==> src/rtl/irq_vector_pkg.sv <==
package irq_vector_pkg;
  localparam int NSRC = 13;
  localparam int IDX_W = 4;

  localparam int SLOT_TOVF = 0;
  localparam int SLOT_AD = 1;
  localparam int SLOT_AVAIL = 2;
  localparam int SLOT_OUTEV = 3;
  localparam int SLOT_EXT = 4;
  localparam int SLOT_SWT = 5;
  localparam int SLOT_SER = 6;
  localparam int SLOT_TX = 7;
  localparam int SLOT_RX = 8;
  localparam int SLOT_FIFO4 = 9;
  localparam int SLOT_CAP = 10;
  localparam int SLOT_T2OVF = 11;
  localparam int SLOT_FULL = 12;

  localparam logic [1:0] REG_MASK = 2'd0;
  localparam logic [1:0] REG_PEND = 2'd1;
  localparam logic [1:0] REG_CTRL = 2'd2;
  localparam logic [1:0] REG_STAT = 2'd3;

  typedef struct packed {
    logic [NSRC-1:0] clrBits;
    logic statClr;
  } ctlStrobe_t;

  function automatic logic [15:0] slotVector(input logic [IDX_W-1:0] idx);
    if (idx < 4'd7) return 16'h2000 + 16'(idx) * 16'd2;
    else if (idx < 4'd12) return 16'h2030 + 16'(idx - 4'd7) * 16'd2;
    else if (idx == 4'd12) return 16'h203C;
    else return 16'h0000;
  endfunction
endpackage

==> src/rtl/irq_vector_core.sv <==
module irq_vector_core
  import irq_vector_pkg::*;
#(
  parameter int CNT_W = 16
) (
  input  logic clk,
  input  logic rstN,
  input  logic txEvt,
  input  logic rxEvt,
  input  logic t1Ovf,
  input  logic adDone,
  input  logic dataAvail,
  input  logic outEvt,
  input  logic swTimer,
  input  logic fifoFour,
  input  logic fifoFull,
  input  logic extPin,
  input  logic capPin,
  input  logic [CNT_W-1:0] t2Count,
  input  logic t1En,
  input  logic t2En,
  input  logic t2Sel,
  input  ctlStrobe_t strb,
  input  logic [NSRC-1:0] maskBits,
  output logic [NSRC-1:0] pend,
  output logic [1:0] stat,
  output logic [NSRC-1:0] setBits,
  output logic [IDX_W-1:0] winIdx,
  output logic winValid
);
  localparam logic [CNT_W-1:0] HALF = CNT_W'(1) << (CNT_W - 1);
  localparam int NPIN = 2;

  logic [NPIN-1:0] pinIn, pinSync, pinPrev, pinEdge;
  logic [CNT_W-1:0] t2Prev, t2Target;
  logic t2OvfDet;
  logic [NSRC-1:0] active;

  assign pinIn = {capPin, extPin};

  for (genvar p = 0; p < NPIN; p++) begin : gPin
    always_ff @(posedge clk or negedge rstN) begin
      if (!rstN) begin
        pinSync[p] <= 1'b0;
        pinPrev[p] <= 1'b0;
      end else begin
        pinSync[p] <= pinIn[p];
        pinPrev[p] <= pinSync[p];
      end
    end
    assign pinEdge[p] = pinSync[p] & ~pinPrev[p];
  end

  assign t2Target = t2Sel ? HALF : '0;
  assign t2OvfDet = (t2Count == t2Target) && (t2Prev != t2Count);

  always_ff @(posedge clk or negedge rstN) begin
    if (!rstN) t2Prev <= '0;
    else t2Prev <= t2Count;
  end

  always_comb begin
    setBits = '0;
    setBits[SLOT_TOVF] = (t1Ovf & t1En) | (t2OvfDet & t2En);
    setBits[SLOT_AD] = adDone;
    setBits[SLOT_AVAIL] = dataAvail;
    setBits[SLOT_OUTEV] = outEvt;
    setBits[SLOT_EXT] = pinEdge[0];
    setBits[SLOT_SWT] = swTimer;
    setBits[SLOT_SER] = txEvt | rxEvt;
    setBits[SLOT_TX] = txEvt;
    setBits[SLOT_RX] = rxEvt;
    setBits[SLOT_FIFO4] = fifoFour;
    setBits[SLOT_CAP] = pinEdge[1];
    setBits[SLOT_T2OVF] = t2OvfDet;
    setBits[SLOT_FULL] = fifoFull;
  end

  always_ff @(posedge clk or negedge rstN) begin
    if (!rstN) pend <= '0;
    else pend <= (pend & ~strb.clrBits) | setBits;
  end

  always_ff @(posedge clk or negedge rstN) begin
    if (!rstN) stat <= '0;
    else begin
      stat[0] <= (stat[0] & ~strb.statClr) | t2OvfDet;
      stat[1] <= (stat[1] & ~strb.statClr) | t1Ovf;
    end
  end

  assign active = pend & maskBits;

  always_comb begin
    winValid = 1'b0;
    winIdx = '0;
    for (int i = 0; i < NSRC; i++) begin
      if (active[i]) begin
        winValid = 1'b1;
        winIdx = IDX_W'(i);
      end
    end
  end
endmodule

==> src/rtl/irq_vector_regs.sv <==
module irq_vector_regs
  import irq_vector_pkg::*;
#(
  parameter int DATA_W = 16,
  parameter int ADDR_W = 2
) (
  input  logic clk,
  input  logic rstN,
  input  logic [ADDR_W-1:0] addr,
  input  logic wrEn,
  input  logic rdEn,
  input  logic [DATA_W-1:0] wData,
  output logic [DATA_W-1:0] rData,
  input  logic ackIn,
  input  logic [IDX_W-1:0] winIdx,
  input  logic winValid,
  input  logic [NSRC-1:0] pend,
  input  logic [1:0] stat,
  output logic [NSRC-1:0] maskReg,
  output logic gEn,
  output logic t1En,
  output logic t2En,
  output logic t2Sel,
  output ctlStrobe_t strb
);
  logic [NSRC-1:0] ackBits, w1cBits;

  always_ff @(posedge clk or negedge rstN) begin
    if (!rstN) begin
      maskReg <= '0;
      gEn <= 1'b0;
      t1En <= 1'b0;
      t2En <= 1'b0;
      t2Sel <= 1'b0;
    end else if (wrEn) begin
      if (addr == REG_MASK) maskReg <= wData[NSRC-1:0];
      if (addr == REG_CTRL) begin
        gEn <= wData[0];
        t1En <= wData[2];
        t2En <= wData[3];
        t2Sel <= wData[7];
      end
    end
  end

  always_comb begin
    ackBits = '0;
    if (ackIn && winValid) ackBits[winIdx] = 1'b1;
  end

  assign w1cBits = (wrEn && addr == REG_PEND) ? wData[NSRC-1:0] : '0;
  assign strb.clrBits = ackBits | w1cBits;
  assign strb.statClr = rdEn && (addr == REG_STAT);

  always_comb begin
    rData = '0;
    case (addr)
      REG_MASK: rData[NSRC-1:0] = maskReg;
      REG_PEND: rData[NSRC-1:0] = pend;
      REG_CTRL: begin
        rData[0] = gEn;
        rData[2] = t1En;
        rData[3] = t2En;
        rData[7] = t2Sel;
      end
      default: begin
        rData[4] = stat[0];
        rData[5] = stat[1];
      end
    endcase
  end
endmodule

==> src/rtl/irq_vector_ctrl.sv <==
module irq_vector_ctrl
  import irq_vector_pkg::*;
#(
  parameter int DATA_W = 16,
  parameter int ADDR_W = 2,
  parameter int CNT_W = 16
) (
  input  logic clk,
  input  logic rstN,
  input  logic txEvt,
  input  logic rxEvt,
  input  logic t1Ovf,
  input  logic adDone,
  input  logic dataAvail,
  input  logic outEvt,
  input  logic swTimer,
  input  logic fifoFour,
  input  logic fifoFull,
  input  logic extPin,
  input  logic capPin,
  input  logic [CNT_W-1:0] t2Count,
  input  logic [ADDR_W-1:0] addr,
  input  logic wrEn,
  input  logic rdEn,
  input  logic [DATA_W-1:0] wData,
  output logic [DATA_W-1:0] rData,
  input  logic ackIn,
  output logic irq,
  output logic [15:0] vecOut
);
  ctlStrobe_t strb;
  logic [NSRC-1:0] pend, maskReg, setBits;
  logic [1:0] stat;
  logic [IDX_W-1:0] winIdx;
  logic winValid, gEn, t1En, t2En, t2Sel;

  irq_vector_regs #(.DATA_W(DATA_W), .ADDR_W(ADDR_W)) uRegs (
    .clk(clk), .rstN(rstN), .addr(addr), .wrEn(wrEn), .rdEn(rdEn),
    .wData(wData), .rData(rData), .ackIn(ackIn), .winIdx(winIdx),
    .winValid(winValid), .pend(pend), .stat(stat), .maskReg(maskReg),
    .gEn(gEn), .t1En(t1En), .t2En(t2En), .t2Sel(t2Sel), .strb(strb)
  );

  irq_vector_core #(.CNT_W(CNT_W)) uCore (
    .clk(clk), .rstN(rstN), .txEvt(txEvt), .rxEvt(rxEvt), .t1Ovf(t1Ovf),
    .adDone(adDone), .dataAvail(dataAvail), .outEvt(outEvt),
    .swTimer(swTimer), .fifoFour(fifoFour), .fifoFull(fifoFull),
    .extPin(extPin), .capPin(capPin), .t2Count(t2Count), .t1En(t1En),
    .t2En(t2En), .t2Sel(t2Sel), .strb(strb), .maskBits(maskReg),
    .pend(pend), .stat(stat), .setBits(setBits), .winIdx(winIdx),
    .winValid(winValid)
  );

  assign irq = gEn & winValid;
  assign vecOut = winValid ? slotVector(winIdx) : 16'h0000;
endmodule

==> config.mk <==
export PLATFORM = sky130hd
export DESIGN_NAME = irq_vector_ctrl
export DESIGN_NICKNAME = d
export VERILOG_FILES = /design/src/rtl/irq_vector_pkg.sv /design/src/rtl/irq_vector_core.sv /design/src/rtl/irq_vector_regs.sv /design/src/rtl/irq_vector_ctrl.sv
export SDC_FILE = /design/constraint.sdc
export NUM_CORES = 1
export LEC_CHECK = 0
export ABC_AREA = 1
export BUFFER_PORTS_ARGS = -buffer_cell sky130_fd_sc_hd__buf_2
export CORE_ASPECT_RATIO = 0.75
export CORE_MARGIN = 5
export CORE_UTILIZATION = 56
export CTS_CLUSTER_DIAMETER = 80
export CTS_CLUSTER_SIZE = 30
export DETAILED_ROUTE_END_ITERATION = 10
export PLACE_DENSITY = 0.85
export REMOVE_ABC_BUFFERS = 1
export SETUP_SLACK_MARGIN = 0.2
export SLEW_MARGIN = 20
export SYNTH_ARGS = -nofsm -noshare
export SYNTH_HDL_FRONTEND = slang
export SYNTH_SLANG_ARGS = --single-unit
==> constraint.sdc <==
create_clock -name clk -period 3.7 [get_ports clk]
set_input_delay 0.74 -clock clk [delete_from_list [all_inputs] [get_ports clk]]
set_output_delay 0.74 -clock clk [all_outputs]
set_load 0.03 [all_outputs]
# Word-level counts from Yosys, hierarchy flattened
# Cells that the tools add are included.
# op_classes
n_addsub	3
order_cmp	4
n_eq_ne	6
n_mux	41
bitwise_logic	19
reduce_logical	8
# op_table
op	count
$mux W16	4
$mux W4	11
$and A13 B13 Y13	2
$mux W13	2
$or A13 B13 Y13	2
$add A15 B6 Y16 const A	1
$eq A16 B16 Y1	1
$ne A16 B16 Y1	1
$add A14 B5 Y15 const A	1
$mux W1	15
$mux W14	1
$not A13 Y13	1
$pmux W2 S3	2
$pmux W5 S2	1
$and A1 B1 Y1	7
$pmux W1 S3	2
$logic_and A1 B1 Y1	5
$lt A4 B5 Y1 const B	1
$sub A4 B3 Y5 const B	1
$demux W1 S4	1
$eq A2 B2 Y1 const B	2
$eq A4 B4 Y1 const B	1
$ge A4 B1 Y1 const B	1
$lt A4 B3 Y1 const B	1
7 further kinds	14
# word_totals
regBits	52
inputBits	50
output_inout_bits	33
elab_cells	93

# Logic depth before layout (Yosys ltp)
# logic_depth
depth_word	22
depth_mapped	20
ltp_nobuf	20

# Cells and area by module
# Synthesis repeated with hierarchy kept, for this count alone.
# hier_totals
cells_unflattened	415
area_unflattened_um2	3093.0
# modules_own_cells
mod	n_inst	cells_per_inst	area_per_inst_um2	seq_area_each_um2
irq_vector_core	1	174	1590.3	875.8
irq_vector_regs	1	193	1232.4	425.4
irq_vector_ctrl	1	48	270.3	0.0

# Worst setup path before layout
# No wires, ideal clock.
# synth_timing
kind	reg-to-output
from	reg uCore.pend[1]
to	out vecOut[10]
arrival_time_ns	2.537
required_time_ns	2.960
slack_ns	0.423
stages_incl_launch_ff	21
n_path_buf	1
path_cell_list	dfrtp_1 > nand2_1 > inv_2 > nand2_1 > nand2_1 > nand2_1 > nand2_1 > nand2_1 > nand2_1 > nand2_1 > nand2_1 > nand2_1 > nand2_2 > nand2_1 > inv_1 > ha_1 > a21oi_1 > inv_1 > ha_1 > nor2_1 > buf_4
# synth_between
elab_chain_len	18
elab_cells_between_ends	33
cone_classes	add/sub: 3; order compare: 2; mux: 27; bitwise: 1
# synth_lines
element	line_no	rtl
start: declaration	irq_vector_core.sv:25	output logic [NSRC-1:0] pend,
start signal: assignment	irq_vector_core.sv:81	else pend <= (pend & ~strb.clrBits) | setBits;
$and A13 B13 Y13 (*)	irq_vector_core.sv:92	assign active = pend & maskBits;
$mux W1	irq_vector_core.sv:98	if (active[i]) begin
$mux W4 (11 in a row)	irq_vector_core.sv:98	
$sub A4 B3 Y5	irq_vector_pkg.sv:31	else if (idx < 4'd12) return 16'h2030 + 16'(idx - 4'd7) * 16'd2;
$add A15 B6 Y16	irq_vector_pkg.sv:31	
$mux W16	irq_vector_pkg.sv:31	
$mux W16	irq_vector_pkg.sv:30	if (idx < 4'd7) return 16'h2000 + 16'(idx) * 16'd2;
$mux W16 (*)	irq_vector_ctrl.sv:55	assign vecOut = winValid ? slotVector(winIdx) : 16'h0000;
end: declaration	irq_vector_ctrl.sv:29	output logic [15:0] vecOut
# Mark *: on every way between the ends. The rest lies on a longest branch, timed or not.

# Worst setup path after layout
# Ends and elaborated chain as after synthesis.

==> results.sh <==
export IMPL_netlist_area_um2=2870
export IMPL_synth_distinct_cells=37
export IMPL_fp_dieH_um=72.0
export IMPL_detail_route_antenna_nets=0
export IMPL_cpMostUsedCell="nand2_1"
export IMPL_crit_chain="nand2_1 > inv_2 > nand2_1 > nand2_1 > nand2_1 > nand2_1 > nand2_1 > nand2_1 > nand2_1 > nand2_1 > nand2_1 > nand2_2 > nand2_2 > inv_1 > ha_4 > a21oi_2 > inv_1 > ha_1 > nor2_4 > buf_6"
export IMPL_grt_max_degree=33
export IMPL_p_leak_nw=1.76
export IMPL_avgSynthCellArea_um2=8.43
export IMPL_overflow=0
export IMPL_gp_congestion=0.861
export IMPL_fp_dieArea_um2=6660
export IMPL_fmax_ghz=0.304
export IMPL_regArea_um2=1300
export IMPL_wl_um=6930
export IMPL_cp_max_fo=4
export IMPL_ir_drop_v=0.000225
export IMPL_status="completed"
export IMPL_yosys_top_cells_area="dfrtp_1 45%, nand2_1 11%, inv_1 5.9%"
export IMPL_period_needed_ns=3.29
export IMPL_powerDensity_nw_per_um2=503
export IMPL_portBuffers=69
export IMPL_required_ns=2.96
export IMPL_critical_path_max_stage_delay_ns=0.40
export IMPL_yosysWarnings=0
export IMPL_grt_pass1_wl_um=10900
export IMPL_antenna_found_initial=0
export IMPL_end_kind="primary output"
export IMPL_first_pass_iters=5
export IMPL_worstRegToRegCells=20
export IMPL_fp_coreArea_um2=4930
export IMPL_multi_input_area_um2=1340
export IMPL_hpwl_um=5370
export IMPL_vias_per_cell=5.27
export IMPL_cts_made_buffers=5
export IMPL_drt_iter0_drc=183
export IMPL_drv_cap=0
export IMPL_synthArstFlopShare_pct=100
export IMPL_syn_inst=340
export IMPL_worstMarginPinSlew_ns=0.784
export IMPL_clk_path_buf_depth=2
export IMPL_cp_start_kind="flip-flop"
export IMPL_ios=83
export IMPL_cp_num_buf_inv=4
export IMPL_drive_above_1_share_pct=28.8
export IMPL_rsz0062_at_grt="false"
export IMPL_slowest_stage="dfrtp_1"
export IMPL_synth_top_area_share_pct=45.4
export IMPL_synth_most_common_cell="nand2_1"
export IMPL_arrival_ns=2.55
export IMPL_finalPower_mw=1.72
export IMPL_drc=0
export IMPL_clock_skew_ns=0.00387
export IMPL_cts_sinks=52
export IMPL_regToRegSetupSlack_ns=1.60
export IMPL_placementRows=22
export IMPL_synth_edf_count=0
export IMPL_ys_seq_area_share_pct=45.4
export IMPL_yosysTopAreaCell="dfrtp_1"
export IMPL_grtUsageTotal_pct=20.8
export IMPL_vias=2516
export IMPL_slew_viol_final=0
export IMPL_criticalPathCategory="flip-flop to primary output"
export IMPL_period_share_pct=88.9
export IMPL_synthTopCellsByCount="87 x nand2_1, 52 x dfrtp_1, 45 x inv_1"
export IMPL_grt_pass1_vias=2310
export IMPL_start_util_pct=58.2
export IMPL_clkTransAtPathRegs_ns=0.09
export IMPL_syn2layout_area_growth_pct=19.2
export IMPL_dieWidth_um=92.6
export IMPL_wl_per_cell_um=14.5
export IMPL_r2r_end="uCore.pend[0]"
export IMPL_timing_slew_headroom_pct=47.6
export IMPL_antenna_cells=0
export IMPL_setup_violations=0
export IMPL_worst_skew_pair_late_latency_ns=0.30
export IMPL_cts_root_buf="clkbuf_8"
export IMPL_worstHoldPathType="input pin to async pin"
export IMPL_h_tree_depth=2
export IMPL_ys_seq_elements=52
export IMPL_cts_tree="yes"
export IMPL_fin_nets=471
export IMPL_fin_setup_tns_ns=0
export IMPL_synthFlopType="dfrtp_1"
export IMPL_critPathTopFamily="simple AND/OR/NAND/NOR gates"
export IMPL_fillers=389
export IMPL_r2r_start="uCore.pend[1]"
export IMPL_hold_violations=0
power by group:
part | internal (mW) | switching, mW | total, mW
sequential | 0.627 | 0.0449 | 0.672
clock | 0.152 | 0.181 | 0.333
combinational | 0.244 | 0.469 | 0.713
worst max-delay path by stage:
stage	depth (start not counted)	slack [ns]	endpoint	start
finish	20	0.41	vecOut[10]	uCore.pend[1]
CTS	20	0.20	vecOut[10]	uCore.pend[1]
floorplan	19	0.35	vecOut[10]	uCore.pend[1]
global route	20	0.20	vecOut[10]	uCore.pend[1]
detailed placement	20	0.54	vecOut[10]	uCore.pend[1]
global placement	20	0.64	vecOut[8]	uCore.pend[1]
worst reg2reg max path: cells and delay by family, from the launching register on:
kind / cells / cell delay, ns
compound gates: 2 / 0.20
fa+ha+maj: 1 / 0.15
buf+inv: 3 / 0.23
flops: 1 / 0.40
simple gates: 14 / 1.02
stage by stage:
step | instances | area, µm² | util (%) | worst slack, ns | hold slack [ns]
CTS | 473 | 3340 | 67.9 | 0.198 | 0.392
global route | 477 | 3420 | 69.3 | 0.198 | 0.414
floorplan | 334 | 2800 | - | 0.355 | 0.354
finish | 477 | 3420 | 69.3 | 0.410 | 0.378
global placement | 464 | 3230 | 65.6 | 0.640 | 0.362
detailed placement | 465 | 3250 | 66.0 | 0.544 | 0.376
cells in the final DEF, fill, tap and decap left out, types with 2 or more instances in the layout:
cell type / n
ha_1: 4
nor4_1: 2
nand2_2: 11
a22o_1: 5
mux2_2: 3
buf_6: 2
or2_2: 3
a21oi_1: 6
nand2_4: 3
buf_4: 5
inv_1: 45
nor2_2: 2
nor3_1: 2
o21ai_1: 2
buf_2: 66
o21ai_0: 21
nor2_4: 3
nand3_1: 11
a31o_1: 6
nand4_1: 6
conb_1: 10
nor2_1: 14
o211ai_1: 7
nand2_1: 86
o22ai_1: 2
nand3_2: 3
xnor2_1: 12
clkbuf_8: 6
dfrtp_1: 52
inv_4: 2
registers in the layout, summed over array words and instances (netlist names):
| name | cells |
|---|---|
| uCore.t2Prev | 16 |
| uCore.pend | 13 |
| uRegs.maskReg | 13 |
| uCore.pinPrev | 2 |
| uCore.pinSync | 2 |
| uCore.stat | 2 |
| uRegs.gEn | 1 |
| uRegs.t1En | 1 |
| uRegs.t2En | 1 |
| uRegs.t2Sel | 1 |
logic make-up after synthesis:
family | count (synthesis) | share of synthesized area (%)
flip-flops | 52 | 45.4
AO/OA/AOI/OAI | 55 | 12.8
AND/OR/NAND/NOR | 147 | 24.4
other | 1 | 0.131
XOR/XNOR | 13 | 3.97
buffers and inverters | 64 | 10.0
adder cells (fa/ha/maj) | 5 | 2.18
multiplexers | 3 | 1.18
what timing repair did:
action	4_1_cts	5_1_grt
buffers inserted	0	4
gates resized for setup	0	13
hold endpoints to repair	0	0
pin swaps	0	3
setup endpoints to repair	2	5
hold buffers	0	0
per-layer routing:
layer  GRT usage (%)  up-vias  wire length, µm
met2            31.4      101             3110
met4            6.50        0               92
met1            30.6     1184             3170
li1                -     1221                -
met5               0        -                0
met3            4.15       10              564
final cells by class:
type                       count  area share, %
sequential                    52           38.1
multi-input combinational    233           39.2
timing repair buffer          75           12.2
tap                           60           2.20
clock buffer                   7           2.53
clock inverter                 1          0.220
inverter                      49           5.53
No activity file was read; power rests on OpenSTA's default activity.
